[config.mk]
export PLATFORM = sky130hd
export DESIGN_NAME = axi_burst_addr_gen
export DESIGN_NICKNAME = d
export VERILOG_FILES = /design/src/rtl/axbg_pkg.sv /design/src/rtl/axbg_cmd_check.sv /design/src/rtl/axbg_addr_step.sv /design/src/rtl/axbg_beat_seq.sv /design/src/rtl/axi_burst_addr_gen.sv
export SDC_FILE = /design/constraint.sdc
export NUM_CORES = 1
export LEC_CHECK = 0
export BUFFER_PORTS_ARGS = -buffer_cell sky130_fd_sc_hd__buf_2
export CAP_MARGIN = 15
export CORE_MARGIN = 2
export CORE_UTILIZATION = 40
export DETAILED_ROUTE_END_ITERATION = 8
export HOLD_SLACK_MARGIN = 0.12
export PLACE_DENSITY = 0.68
export RECOVER_POWER = 50
export SYNTH_ARGS = -nofsm -noshare
export SYNTH_HDL_FRONTEND = slang
export SYNTH_SLANG_ARGS = --single-unit
[constraint.sdc]
create_clock -name clk -period 2.2 [get_ports clk]
set_input_delay 0.44 -clock clk [delete_from_list [all_inputs] [get_ports clk]]
set_output_delay 0.44 -clock clk [all_outputs]
set_load 0.01 [all_outputs]
[src/rtl/axbg_pkg.sv]
package axbg_pkg;

  typedef enum logic [1:0] {
    BURST_FIXED = 2'd0,
    BURST_INCR  = 2'd1,
    BURST_WRAP  = 2'd2,
    BURST_RSVD  = 2'd3
  } burst_e;

  localparam int LEN_W      = 8;
  localparam int SIZE_W     = 3;
  localparam int PAGE_LG    = 12;
  localparam int XFER_W     = 16;
  localparam int WRAP_MAXLG = 4;

endpackage

[src/rtl/axbg_cmd_check.sv]
module axbg_cmd_check
  import axbg_pkg::*;
#(
  parameter int ADDR_W    = 32,
  parameter int BUS_BYTES = 8
) (
  input  logic [ADDR_W-1:0] addr,
  input  logic [LEN_W-1:0]  len,
  input  logic [SIZE_W-1:0] size,
  input  burst_e            burst,
  output logic              illegal,
  output logic [ADDR_W-1:0] first_addr,
  output logic [ADDR_W-1:0] step,
  output logic [ADDR_W-1:0] wrap_mask
);

  localparam int BUS_LG = $clog2(BUS_BYTES);

  logic [XFER_W-1:0] beats;
  logic [XFER_W-1:0] xfer_bytes;
  logic [XFER_W-1:0] page_left;
  logic [WRAP_MAXLG:1] wrap_len_hit;
  logic size_bad, page_bad, wrap_bad, type_bad;

  // One comparator per legal wrapping beat count (2, 4, 8, 16).
  for (genvar g = 1; g <= WRAP_MAXLG; g++) begin : g_wrap_len
    assign wrap_len_hit[g] = (len == LEN_W'((1 << g) - 1));
  end

  always_comb begin
    step       = ADDR_W'(1) << size;
    first_addr = addr & ~(step - ADDR_W'(1));
    beats      = XFER_W'(len) + XFER_W'(1);
    xfer_bytes = beats << size;
    page_left  = XFER_W'(1 << PAGE_LG) - XFER_W'(first_addr[PAGE_LG-1:0]);
    wrap_mask  = ADDR_W'(xfer_bytes) - ADDR_W'(1);

    size_bad = (int'(size) > BUS_LG);
    type_bad = (burst == BURST_RSVD);
    page_bad = (burst == BURST_INCR) && (page_left < xfer_bytes);
    wrap_bad = (burst == BURST_WRAP) && !(|wrap_len_hit);
    illegal  = size_bad | type_bad | page_bad | wrap_bad;
  end

endmodule

[src/rtl/axbg_addr_step.sv]
module axbg_addr_step
  import axbg_pkg::*;
#(
  parameter int ADDR_W = 32
) (
  input  logic [ADDR_W-1:0] cur,
  input  logic [ADDR_W-1:0] step,
  input  logic [ADDR_W-1:0] wrap_mask,
  input  burst_e            burst,
  output logic [ADDR_W-1:0] next
);

  logic [ADDR_W-1:0] sum;

  always_comb begin
    sum = cur + step;
    unique case (burst)
      BURST_FIXED: next = cur;
      // Window base bits are kept; only the offset inside the window moves,
      // so passing the top of the window lands on its base.
      BURST_WRAP:  next = (cur & ~wrap_mask) | (sum & wrap_mask);
      default:     next = sum;
    endcase
  end

endmodule

[src/rtl/axbg_beat_seq.sv]
module axbg_beat_seq
  import axbg_pkg::*;
#(
  parameter int ADDR_W = 32
) (
  input  logic              clk,
  input  logic              rst_n,
  input  logic              cmd_valid,
  output logic              cmd_ready,
  input  logic [ADDR_W-1:0] cmd_addr,
  input  logic [LEN_W-1:0]  cmd_len,
  input  burst_e            cmd_burst,
  input  logic              chk_illegal,
  input  logic [ADDR_W-1:0] chk_first,
  input  logic [ADDR_W-1:0] chk_step,
  input  logic [ADDR_W-1:0] chk_mask,
  output logic              beat_valid,
  input  logic              beat_ready,
  output logic [ADDR_W-1:0] beat_addr,
  output logic              beat_last,
  output logic              beat_err
);

  logic              busy_q;
  logic [ADDR_W-1:0] cur_q, step_q, mask_q, next_addr;
  logic [LEN_W-1:0]  len_q, idx_q;
  burst_e            burst_q;
  logic              err_q;
  logic              accept, fire;

  axbg_addr_step #(.ADDR_W(ADDR_W)) u_step (
    .cur       (cur_q),
    .step      (step_q),
    .wrap_mask (mask_q),
    .burst     (burst_q),
    .next      (next_addr)
  );

  assign cmd_ready  = !busy_q;
  assign accept     = cmd_valid && !busy_q;
  assign beat_valid = busy_q;
  assign fire       = busy_q && beat_ready;
  assign beat_addr  = cur_q;
  assign beat_err   = err_q;
  assign beat_last  = err_q || (idx_q == len_q);

  always_ff @(posedge clk or negedge rst_n) begin
    if (!rst_n) begin
      busy_q  <= 1'b0;
      cur_q   <= '0;
      step_q  <= '0;
      mask_q  <= '0;
      len_q   <= '0;
      idx_q   <= '0;
      burst_q <= BURST_FIXED;
      err_q   <= 1'b0;
    end else if (accept) begin
      busy_q  <= 1'b1;
      cur_q   <= chk_illegal ? cmd_addr : chk_first;
      step_q  <= chk_step;
      mask_q  <= chk_mask;
      len_q   <= cmd_len;
      idx_q   <= '0;
      burst_q <= cmd_burst;
      err_q   <= chk_illegal;
    end else if (fire) begin
      if (beat_last) begin
        busy_q <= 1'b0;
      end else begin
        cur_q <= next_addr;
        idx_q <= idx_q + LEN_W'(1);
      end
    end
  end

  // outputs frozen under back-pressure
  p_hold_stall_r13: assert property (@(posedge clk) disable iff (!rst_n)
    (beat_valid && !beat_ready) |=> (beat_valid && $stable(beat_addr)
                                     && $stable(beat_last) && $stable(beat_err)));

  // burst ends right after its last beat is taken
  p_last_ends_r7: assert property (@(posedge clk) disable iff (!rst_n)
    (fire && beat_last) |=> !beat_valid);

  // a non-final beat is followed by another beat
  p_more_beats_r7: assert property (@(posedge clk) disable iff (!rst_n)
    (fire && !beat_last) |=> beat_valid);

  // an error command yields a single beat
  p_err_one_beat_r12: assert property (@(posedge clk) disable iff (!rst_n)
    (fire && beat_err) |=> !beat_valid);

  // fixed bursts never move
  p_fixed_hold_r4: assert property (@(posedge clk) disable iff (!rst_n)
    (fire && !beat_last && burst_q == BURST_FIXED) |=> $stable(beat_addr));

  // incrementing bursts step by the beat size
  p_incr_step_r5: assert property (@(posedge clk) disable iff (!rst_n)
    (fire && !beat_last && burst_q == BURST_INCR)
      |=> (beat_addr == $past(beat_addr) + $past(step_q)));

  // wrapping bursts stay inside their window
  p_wrap_window_r6: assert property (@(posedge clk) disable iff (!rst_n)
    (fire && !beat_last && burst_q == BURST_WRAP)
      |=> ((beat_addr & ~mask_q) == $past(beat_addr & ~mask_q)));

  // a command is never taken while beats are pending
  p_no_take_busy_r2: assert property (@(posedge clk) disable iff (!rst_n)
    (busy_q && !(fire && beat_last)) |=> busy_q && $stable(len_q));

endmodule

[src/rtl/axi_burst_addr_gen.sv]
module axi_burst_addr_gen
  import axbg_pkg::*;
#(
  parameter int ADDR_W    = 32,
  parameter int BUS_BYTES = 8
) (
  input  logic              clk,
  input  logic              rst_n,
  input  logic              cmd_valid,
  output logic              cmd_ready,
  input  logic [ADDR_W-1:0] cmd_addr,
  input  logic [7:0]        cmd_len,
  input  logic [2:0]        cmd_size,
  input  logic [1:0]        cmd_burst,
  output logic              beat_valid,
  input  logic              beat_ready,
  output logic [ADDR_W-1:0] beat_addr,
  output logic [ADDR_W-1:0] beat_word_addr,
  output logic              beat_last,
  output logic              beat_err
);

  localparam logic [ADDR_W-1:0] WORD_MASK = ADDR_W'(BUS_BYTES - 1);
  localparam int                BUS_LG    = $clog2(BUS_BYTES);

  burst_e            burst_in;
  logic              chk_illegal;
  logic [ADDR_W-1:0] chk_first, chk_step, chk_mask;

  assign burst_in = burst_e'(cmd_burst);

  axbg_cmd_check #(.ADDR_W(ADDR_W), .BUS_BYTES(BUS_BYTES)) u_check (
    .addr       (cmd_addr),
    .len        (cmd_len),
    .size       (cmd_size),
    .burst      (burst_in),
    .illegal    (chk_illegal),
    .first_addr (chk_first),
    .step       (chk_step),
    .wrap_mask  (chk_mask)
  );

  axbg_beat_seq #(.ADDR_W(ADDR_W)) u_seq (
    .clk         (clk),
    .rst_n       (rst_n),
    .cmd_valid   (cmd_valid),
    .cmd_ready   (cmd_ready),
    .cmd_addr    (cmd_addr),
    .cmd_len     (cmd_len),
    .cmd_burst   (burst_in),
    .chk_illegal (chk_illegal),
    .chk_first   (chk_first),
    .chk_step    (chk_step),
    .chk_mask    (chk_mask),
    .beat_valid  (beat_valid),
    .beat_ready  (beat_ready),
    .beat_addr   (beat_addr),
    .beat_last   (beat_last),
    .beat_err    (beat_err)
  );

  assign beat_word_addr = beat_addr & ~WORD_MASK;

  // an oversize beat always surfaces as an error beat
  p_size_err_r9: assert property (@(posedge clk) disable iff (!rst_n)
    (cmd_valid && cmd_ready && int'(cmd_size) > BUS_LG) |=> (beat_valid && beat_err));

  // the reserved burst code always surfaces as an error beat
  p_rsvd_err_r11: assert property (@(posedge clk) disable iff (!rst_n)
    (cmd_valid && cmd_ready && cmd_burst == 2'd3) |=> (beat_valid && beat_err));

  // word address carries no sub-word bits
  p_word_align_r8: assert property (@(posedge clk) disable iff (!rst_n)
    beat_valid |-> ((beat_word_addr & WORD_MASK) == '0));

  // command side closed while a burst is open
  p_ready_low_r2: assert property (@(posedge clk) disable iff (!rst_n)
    beat_valid |-> !cmd_ready);

endmodule

==> impl_results.rst, run 1 <==
.. list-table::
   :header-rows: 1

   * - Metric
     - Value
   * - Number of maximum-capacitance violations
     - 1
   * - Die Ht
     - 129 µm
   * - Type of destination of the critical path
     - register
   * - CTS root buf
     - sky130_fd_sc_hd__clkbuf_16
   * - Portion of netlist area occupied by mux cells
     - 1.75%
   * - Count of vias placed by the detailed router
     - 6,746
   * - Worst slack at placement
     - -1480 ps
   * - DR top layer
     - met4
   * - Most numerous cell types in the synthesized netlist
     - 114 x sky130_fd_sc_hd__nand2_1, 77 x sky130_fd_sc_hd__dfrtp_1, 70 x sky130_fd_sc_hd__o21ai_0
   * - Path type of the worst min-delay path
     - in2reg
   * - H-tree depth
     - 3
   * - Max clock buf depth
     - 2
   * - Wire length on met1
     - 9130 µm
   * - Leakage power
     - 4.37 nW
   * - Post-synthesis adder-cell area fraction
     - 5.56%
   * - # IOs
     - 117
   * - Ys async rst share
     - 100%
   * - Post-CTS Hold Buffers
     - 0
   * - Portion of the clock cycle consumed by the worst path in the final layout
     - 143%
   * - Leading area contributor after synthesis
     - sky130_fd_sc_hd__dfrtp_1
   * - Number of cells on the worst reg-to-reg path
     - 11
   * - GR Util All Layers
     - 25.0%
   * - Routed Antenna Nets
     - 0
   * - Count of mapped cells out of synthesis
     - 768
   * - TritonCTS clock tree
     - yes
   * - Core ar.
     - 0.0152 mm²
   * - Most used flip-flop cell after synthesis
     - sky130_fd_sc_hd__dfrtp_1
   * - Met2 Wirelength
     - 10,400 µm
   * - Slew Viols, Final
     - 78
   * - Largest net degree at the start of global routing
     - 78
   * - Final hold violation count
     - 0
   * - IO buf count
     - 113
   * - CTS sink count
     - 77
   * - Number of iterations in the first detailed-routing pass
     - 5
   * - Wirelength per Cell
     - 17.4 µm
   * - Worst vdd ir
     - 0.522 mV
   * - Register-to-Register Setup Slack
     - -250 ps
   * - Area delta synth->final
     - 52.5%
   * - Failing checks
     - max-capacitance violations, max-slew violations, negative setup slack
   * - DIE AREA
     - 0.0165 mm²
   * - Source-to-sink clock delay at the later pin of the worst-skew pair
     - 340 ps
   * - Post-Place Cell Area
     - 0.00797 mm²
   * - Main combinational cell family by area after synthesis
     - simple AND/OR/NAND/NOR gates
   * - Diode count
     - 0
   * - Final setup violation count
     - 42
   * - Maximum net fanout on the critical path
     - 3
   * - Initial core utilization
     - 40.9%
   * - Grt ovf
     - 0
   * - Crit path time final
     - 3150 ps
   * - Hold wc startpoint
     - cmd_addr[19]
   * - Final nets
     - 1,100
   * - Critical Path RT
     - 2420 ps
   * - Worst Path Arrival
     - 3370 ps
   * - Global-route wire length before repair
     - 32,800 µm
   * - Mean instance size in the synthesized netlist
     - 8.09 µm²
   * - Number of global-route vias before repair
     - 6,354
   * - Num CTS Buffers
     - 9
   * - Path type of the worst setup path
     - in2reg
   * - Final Skew
     - 4.41 ps
   * - Sequential element share of the synthesized area
     - 31.0%
   * - Core Rows
     - 45
   * - Number of design-rule violations left by the first detailed-router iteration
     - 534
   * - Worst-path clk slew
     - 60 ps
   * - Routability Congestion
     - 0.942
   * - Fmax
     - 318 MHz
   * - Die X
     - 129 µm
   * - Worst slew pin tran
     - 1740 ps
   * - Proportion of netlist area held by the largest area contributor
     - 31.0%
   * - Number of antenna violations at the first check in global routing
     - 0
   * - Met3 routed WL
     - 1020 µm
   * - Power per Cell Area
     - 981 mW/mm²
   * - Drt drc
     - 0
   * - Netlist cell types
     - 77
   * - Most repeated cell in the gate-level netlist after synthesis
     - sky130_fd_sc_hd__nand2_1
   * - Top post-synthesis cells by area
     - sky130_fd_sc_hd__dfrtp_1 31%, sky130_fd_sc_hd__nand2_1 6.9%, sky130_fd_sc_hd__o21ai_0 5.6%
   * - Detailed placement HPWL
     - 15,300 µm
   * - Slew headroom
     - -16.0%
   * - Result of the run
     - finished with violations
   * - Element type at the critical path start
     - input port
   * - Post-route setup slack
     - -947 ps
   * - Number of synthesized flops with an enable pin
     - 0
   * - Compound-Gate Fraction of Synth Area
     - 22.9%
   * - Synth Area in Simple Gates
     - 23.0%
   * - Synthesized cell area
     - 0.00621 mm²
   * - Instance count along the most critical hold path
     - 3
   * - Detailed-route vias per instance
     - 5.54
   * - Post-route cell area
     - 0.00948 mm²
   * - RSZ-0062 raised after global routing
     - yes
   * - Xor-xnor portion of the synthesized cell area
     - 6.91%
   * - Ratio of cells with drive above 1 in the final layout
     - 44.9%
   * - Yosys warns
     - 0
   * - Share of the core filled with cells
     - 62.4%
   * - Total detailed-routing wirelength
     - 21,100 µm
   * - Count of state elements after synthesis
     - 77
## logic make-up (layout without fill, tap and decap cells)
group                      after synthesis  count (layout)
xor gates and xnor gates                49              49
other                                    1               3
buffers and inverters                   98             357
and+or+nand+nor                        291             291
adders and majority gates               27              27
muxes                                   10              10
AOI/OAI and AO/OA                      215             215
DFF                                     77              77
## where the power goes
part	total [mW]	switching, mW	internal, mW
Sequential	2.54	0.539	2.00
Combinational	5.06	2.71	2.35
Clock	1.71	0.599	1.11
Total	9.30	3.84	5.46
## worst max path at each step
| stage | depth (start not counted) | startpoint | end | slack [ps] |
|---|---|---|---|---|
| floorplan | 18 | cmd_size[0] | register | -1040 |
| global placement | 16 | cmd_len[0] | register | -1430 |
| detailed placement | 16 | cmd_len[0] | register | -1480 |
| CTS | 16 | cmd_len[1] | register | -870 |
| global route | 18 | cmd_len[0] | register | -1080 |
| finish | 16 | cmd_len[1] | register | -950 |
## cell usage in the layout, fill, tap and decap left out, types with 14 or more instances in the layout
| cell | instances |
|---|---|
| sky130_fd_sc_hd__buf_4 | 179 |
| sky130_fd_sc_hd__nand2_1 | 106 |
| sky130_fd_sc_hd__buf_2 | 97 |
| sky130_fd_sc_hd__dfrtp_1 | 77 |
| sky130_fd_sc_hd__nor2_1 | 48 |
| sky130_fd_sc_hd__o21ai_0 | 33 |
| sky130_fd_sc_hd__a21oi_1 | 30 |
| sky130_fd_sc_hd__xor2_1 | 27 |
| sky130_fd_sc_hd__o21ai_1 | 27 |
| sky130_fd_sc_hd__buf_6 | 25 |
| sky130_fd_sc_hd__nand3_1 | 22 |
| sky130_fd_sc_hd__xnor2_1 | 14 |
| sky130_fd_sc_hd__o211ai_1 | 14 |
| sky130_fd_sc_hd__ha_1 | 14 |
## metal layers
layer	track usage, %	up-vias
li1	-	3251
met1	33.4	3226
met2	41.9	224
met3	3.24	45
met4	8.50	0
met5	0	-
## what timing repair did
item	in CTS	in global routing
gates cloned	0	1
buffers inserted	34	16
endpoints found under the setup margin	41	46
pin swaps	56	58
gates resized for setup	117	83
## worst max-delay path: stages
cell and delay (ps):
sky130_fd_sc_hd__buf_8 100, sky130_fd_sc_hd__and3_4 190, sky130_fd_sc_hd__buf_6 120, sky130_fd_sc_hd__mux2i_4 190, sky130_fd_sc_hd__buf_6 130, sky130_fd_sc_hd__or4b_4 550, sky130_fd_sc_hd__o311ai_4 100, sky130_fd_sc_hd__inv_2 90
sky130_fd_sc_hd__ha_4 290, sky130_fd_sc_hd__a21oi_2 50, sky130_fd_sc_hd__nor2b_1 110, sky130_fd_sc_hd__o21ai_1 80, sky130_fd_sc_hd__and4bb_2 280, sky130_fd_sc_hd__o21ai_4 170, sky130_fd_sc_hd__a31oi_4 120, sky130_fd_sc_hd__a221o_1 330
## cell type report
class / instances / area [µm²]
Clock buffer: 10 / 229
Clock inverter: 6 / 111
Fill cell: 1277 / 5720
Inverter: 19 / 71.3
Multi-Input combinational cell: 595 / 4580
Sequential cell: 77 / 1930
Tap cell: 188 / 235
Timing Repair Buffer: 322 / 2330
## stage by stage
step	setup TNS (ps)	hold slack [ps]	power (mW)	std cells
2_1_floorplan	-9260	144	5.23	770
3_3_place_gp	-22590	456	6.64	1157
3_5_place_dp	-24070	466	6.74	1157
4_1_cts	-10960	138	8.82	1201
5_1_grt	-18450	319	9.95	1217
6_report	-13670	306	9.30	1217
Power figures use the tool's default switching activity.
==> run 2, diff against run 1 <==
--- a/config.mk
+++ b/config.mk
@@ -6,12 +6,12 @@
 export NUM_CORES = 1
 export LEC_CHECK = 0
 export BUFFER_PORTS_ARGS = -buffer_cell sky130_fd_sc_hd__buf_2
-export CAP_MARGIN = 15
+export CAP_MARGIN = 0
 export CORE_MARGIN = 2
-export CORE_UTILIZATION = 40
+export CORE_UTILIZATION = 52
 export DETAILED_ROUTE_END_ITERATION = 8
 export HOLD_SLACK_MARGIN = 0.12
-export PLACE_DENSITY = 0.68
+export PLACE_DENSITY = 0.84
 export RECOVER_POWER = 50
 export SYNTH_ARGS = -nofsm -noshare
 export SYNTH_HDL_FRONTEND = slang
==> impl_results.rst, run 2 (synthesized netlist as in run 1, its figures left out) <==
.. list-table::
   :header-rows: 1

   * - Metric
     - Value
   * - Number of design-rule violations left by the first detailed-router iteration
     - 1,341 (+150%)
   * - IO buf count
     - 113 (unchanged)
   * - Path type of the worst min-delay path
     - in2reg
   * - Maximum net fanout on the critical path
     - 7 (+4)
   * - Drt drc
     - 0 (unchanged)
   * - Number of antenna violations at the first check in global routing
     - 0 (unchanged)
   * - Slew headroom
     - 36.4% (+52 points)
   * - Number of maximum-capacitance violations
     - 0 (-1)
   * - Worst vdd ir
     - 0.556 mV (+6.4%)
   * - Most common cell after layout, fill and taps aside
     - sky130_fd_sc_hd__buf_4
   * - Share of the core filled with cells
     - 83.0% (+21 points)
   * - Worst-path cell chain
     - clkbuf_4 > buf_6 > buf_4 > a311oi_1 > a221oi_2 > a31o_2 > a21oi_1 > ha_1 > a21oi_1 > nor2_2 > a211oi_2 > a21oi_2 > and4bb_2 > o21ai_2 > a31oi_4 > a221o_1
   * - Leakage power
     - 4.49 nW (+2.6%)
   * - Core ar.
     - 0.0116 mm² (-24%)
   * - Path type of the worst setup path
     - in2reg
   * - Die Ht
     - 113 µm (-12%)
   * - GR Util All Layers
     - 36.5% (+12 points)
   * - Critical Path RT
     - 2490 ps (+70 ps)
   * - Diode count
     - 0 (unchanged)
   * - Element type at the critical path start
     - input port
   * - Final setup violation count
     - 42 (unchanged)
   * - Worst-path clk slew
     - 60 ps (about the same)
   * - Post-route setup slack
     - -1100 ps (-157 ps)
   * - Worst slack at placement
     - -1470 ps (+10.5 ps)
   * - Detailed-route vias per instance
     - 6.66 (+20%)
   * - Routed Antenna Nets
     - 0 (unchanged)
   * - Instance count along the most critical hold path
     - 3 (unchanged)
   * - Ratio of cells with drive above 1 in the final layout
     - 46.7% (+1.8 points)
   * - Num CTS Buffers
     - 9 (unchanged)
   * - Startpoint of the worst register-to-register path
     - u_seq.step_q[1]
   * - Global-route wire length before repair
     - 37,100 µm (+13%)
   * - Commonest cells after routing, fill and taps aside
     - 204 x sky130_fd_sc_hd__buf_4, 106 x sky130_fd_sc_hd__nand2_1, 98 x sky130_fd_sc_hd__buf_2
   * - Final Skew
     - 5.38 ps (+0.968 ps)
   * - Post-Place Cell Area
     - 0.00801 mm² (+0.55%)
   * - Worst slew pin tran
     - 954 ps (-785 ps)
   * - Portion of the clock cycle consumed by the worst path in the final layout
     - 150% (+7.1 points)
   * - Worst Path Arrival
     - 3590 ps (+220 ps)
   * - H-tree depth
     - 3 (unchanged)
   * - Count of vias placed by the detailed router
     - 7,993 (+18%)
   * - Final nets
     - 1,128 (+2.5%)
   * - Number of cells on the worst reg-to-reg path
     - 11 (unchanged)
   * - Total Negative Setup Slacks
     - -17,410 ps (-3730 ps)
   * - Power per Cell Area
     - 1050 mW/mm² (+7.2%)
   * - Hold wc startpoint
     - cmd_addr[26]
   * - Grt ovf
     - 0 (unchanged)
   * - Wirelength per Cell
     - 23.0 µm (+33%)
   * - Register-to-Register Setup Slack
     - -430 ps (-180 ps)
   * - Fmax
     - 303 MHz (-4.7%)
   * - Crit path time final
     - 3300 ps (+157 ps)
   * - Post-route total power
     - 10.1 mW (+8.6%)
   * - Max incr delay on CP
     - 400 ps (-150 ps)
   * - Initial core utilization
     - 53.7% (+13 points)
   * - Area delta synth->final
     - 54.5%
   * - CTS sink count
     - 77 (unchanged)
   * - Total detailed-routing wirelength
     - 27,600 µm (+31%)
   * - Number of global-route vias before repair
     - 7,337 (+15%)
   * - Failing checks
     - negative setup slack
   * - Post-route cell area
     - 0.00960 mm² (+1.3%)
   * - Slew Viols, Final
     - 0 (-100%)
   * - Detailed placement HPWL
     - 15,200 µm (-0.40%)
   * - TritonCTS clock tree
     - yes
   * - # IOs
     - 117 (unchanged)
   * - Critical-path top delay cell
     - sky130_fd_sc_hd__and4bb_2
   * - Type of destination of the critical path
     - register
   * - Core Rows
     - 39 (-13%)
   * - Routability Congestion
     - 0.969 (+2.9%)
   * - Most frequent CP cell
     - sky130_fd_sc_hd__a21oi_1
   * - DIE AREA
     - 0.0128 mm² (-22%)
   * - CTS root buf
     - sky130_fd_sc_hd__clkbuf_16
   * - Final hold violation count
     - 0 (unchanged)
   * - Result of the run
     - finished with violations
   * - Max clock buf depth
     - 2 (unchanged)
   * - RSZ-0062 raised after global routing
     - yes
   * - Source-to-sink clock delay at the later pin of the worst-skew pair
     - 350 ps (about the same)
   * - Largest net degree at the start of global routing
     - 61 (-22%)
   * - Number of iterations in the first detailed-routing pass
     - 6 (+1)
   * - Die X
     - 113 µm (-12%)
==> run 2: cell count changes in the layout (fill, tap and decap cells not counted), moves of 4 or more <==
cell                       previous run  this run
sky130_fd_sc_hd__o21ai_1             27        22
sky130_fd_sc_hd__buf_4              179       204
sky130_fd_sc_hd__o21ai_0             33        38
sky130_fd_sc_hd__a21oi_1             30        26
sky130_fd_sc_hd__clkbuf_2             0         4
sky130_fd_sc_hd__buf_6               25        19
==> run 2: worst max path at each step <==
| stage | from | endpoint | slack [ps] | cells after the start |
|---|---|---|---|---|
| floorplan | cmd_size[0] | register | -1040 | 18 |
| global placement | cmd_len[0] | register | -1380 | 15 |
| detailed placement | cmd_len[0] | register | -1470 | 15 |
| CTS | cmd_len[1] | register | -850 | 15 |
| global route | cmd_len[3] | register | -1200 | 16 |
| finish | cmd_len[3] | register | -1100 | 16 |
==> run 2: final cells by class <==
cell class | count | area (µm²)
Multi-Input combinational cell | 595 | 4540
Fill cell | 581 | 1960
Tap cell | 143 | 179
Clock inverter | 4 | 95.1
Inverter | 19 | 71.3
Timing Repair Buffer | 350 | 2540
Clock buffer | 12 | 246
Sequential cell | 77 | 1930
==> run 2: per-layer routing <==
metal,GRT usage (%),part of all wire [%],vias to the layer above
met3,6.64,10,250
met1,43.0,35,3664
met4,19.9,8.6,0
met2,63.1,47,774
met5,0,0,-
li1,-,-,3305
==> run 2: power by group <==
part | switching [mW] | internal (mW)
clock network | 0.617 | 1.14
logic | 3.22 | 2.47
registers | 0.655 | 2.00
==> run 2: timing repair <==
item / CTS / global route
resized for setup: 97 / 90
pin swaps: 47 / 54
endpoints found under the setup margin: 55 / 48
gates cloned: 0 / 1
buffers inserted: 25 / 37
endpoints found under the hold margin: 34 / 0
hold buffers: 1 / 0
==> run 2: worst max-delay path, delay by kind of cell <==
| family | cells | cell delay [ps] |
|---|---|---|
| buf+inv | 3 | 410 |
| fa+ha+maj | 1 | 300 |
| compound gates | 10 | 1950 |
| simple gates | 2 | 480 |
==> run 2: per-stage QoR <==
step | hold WS [ps] | std cells
6_report | 299 | 1200
5_1_grt | 330 | 1200
4_1_cts | 293 | 1164
3_5_place_dp | 426 | 1122
3_3_place_gp | 428 | 1122
2_1_floorplan | 144 | 770
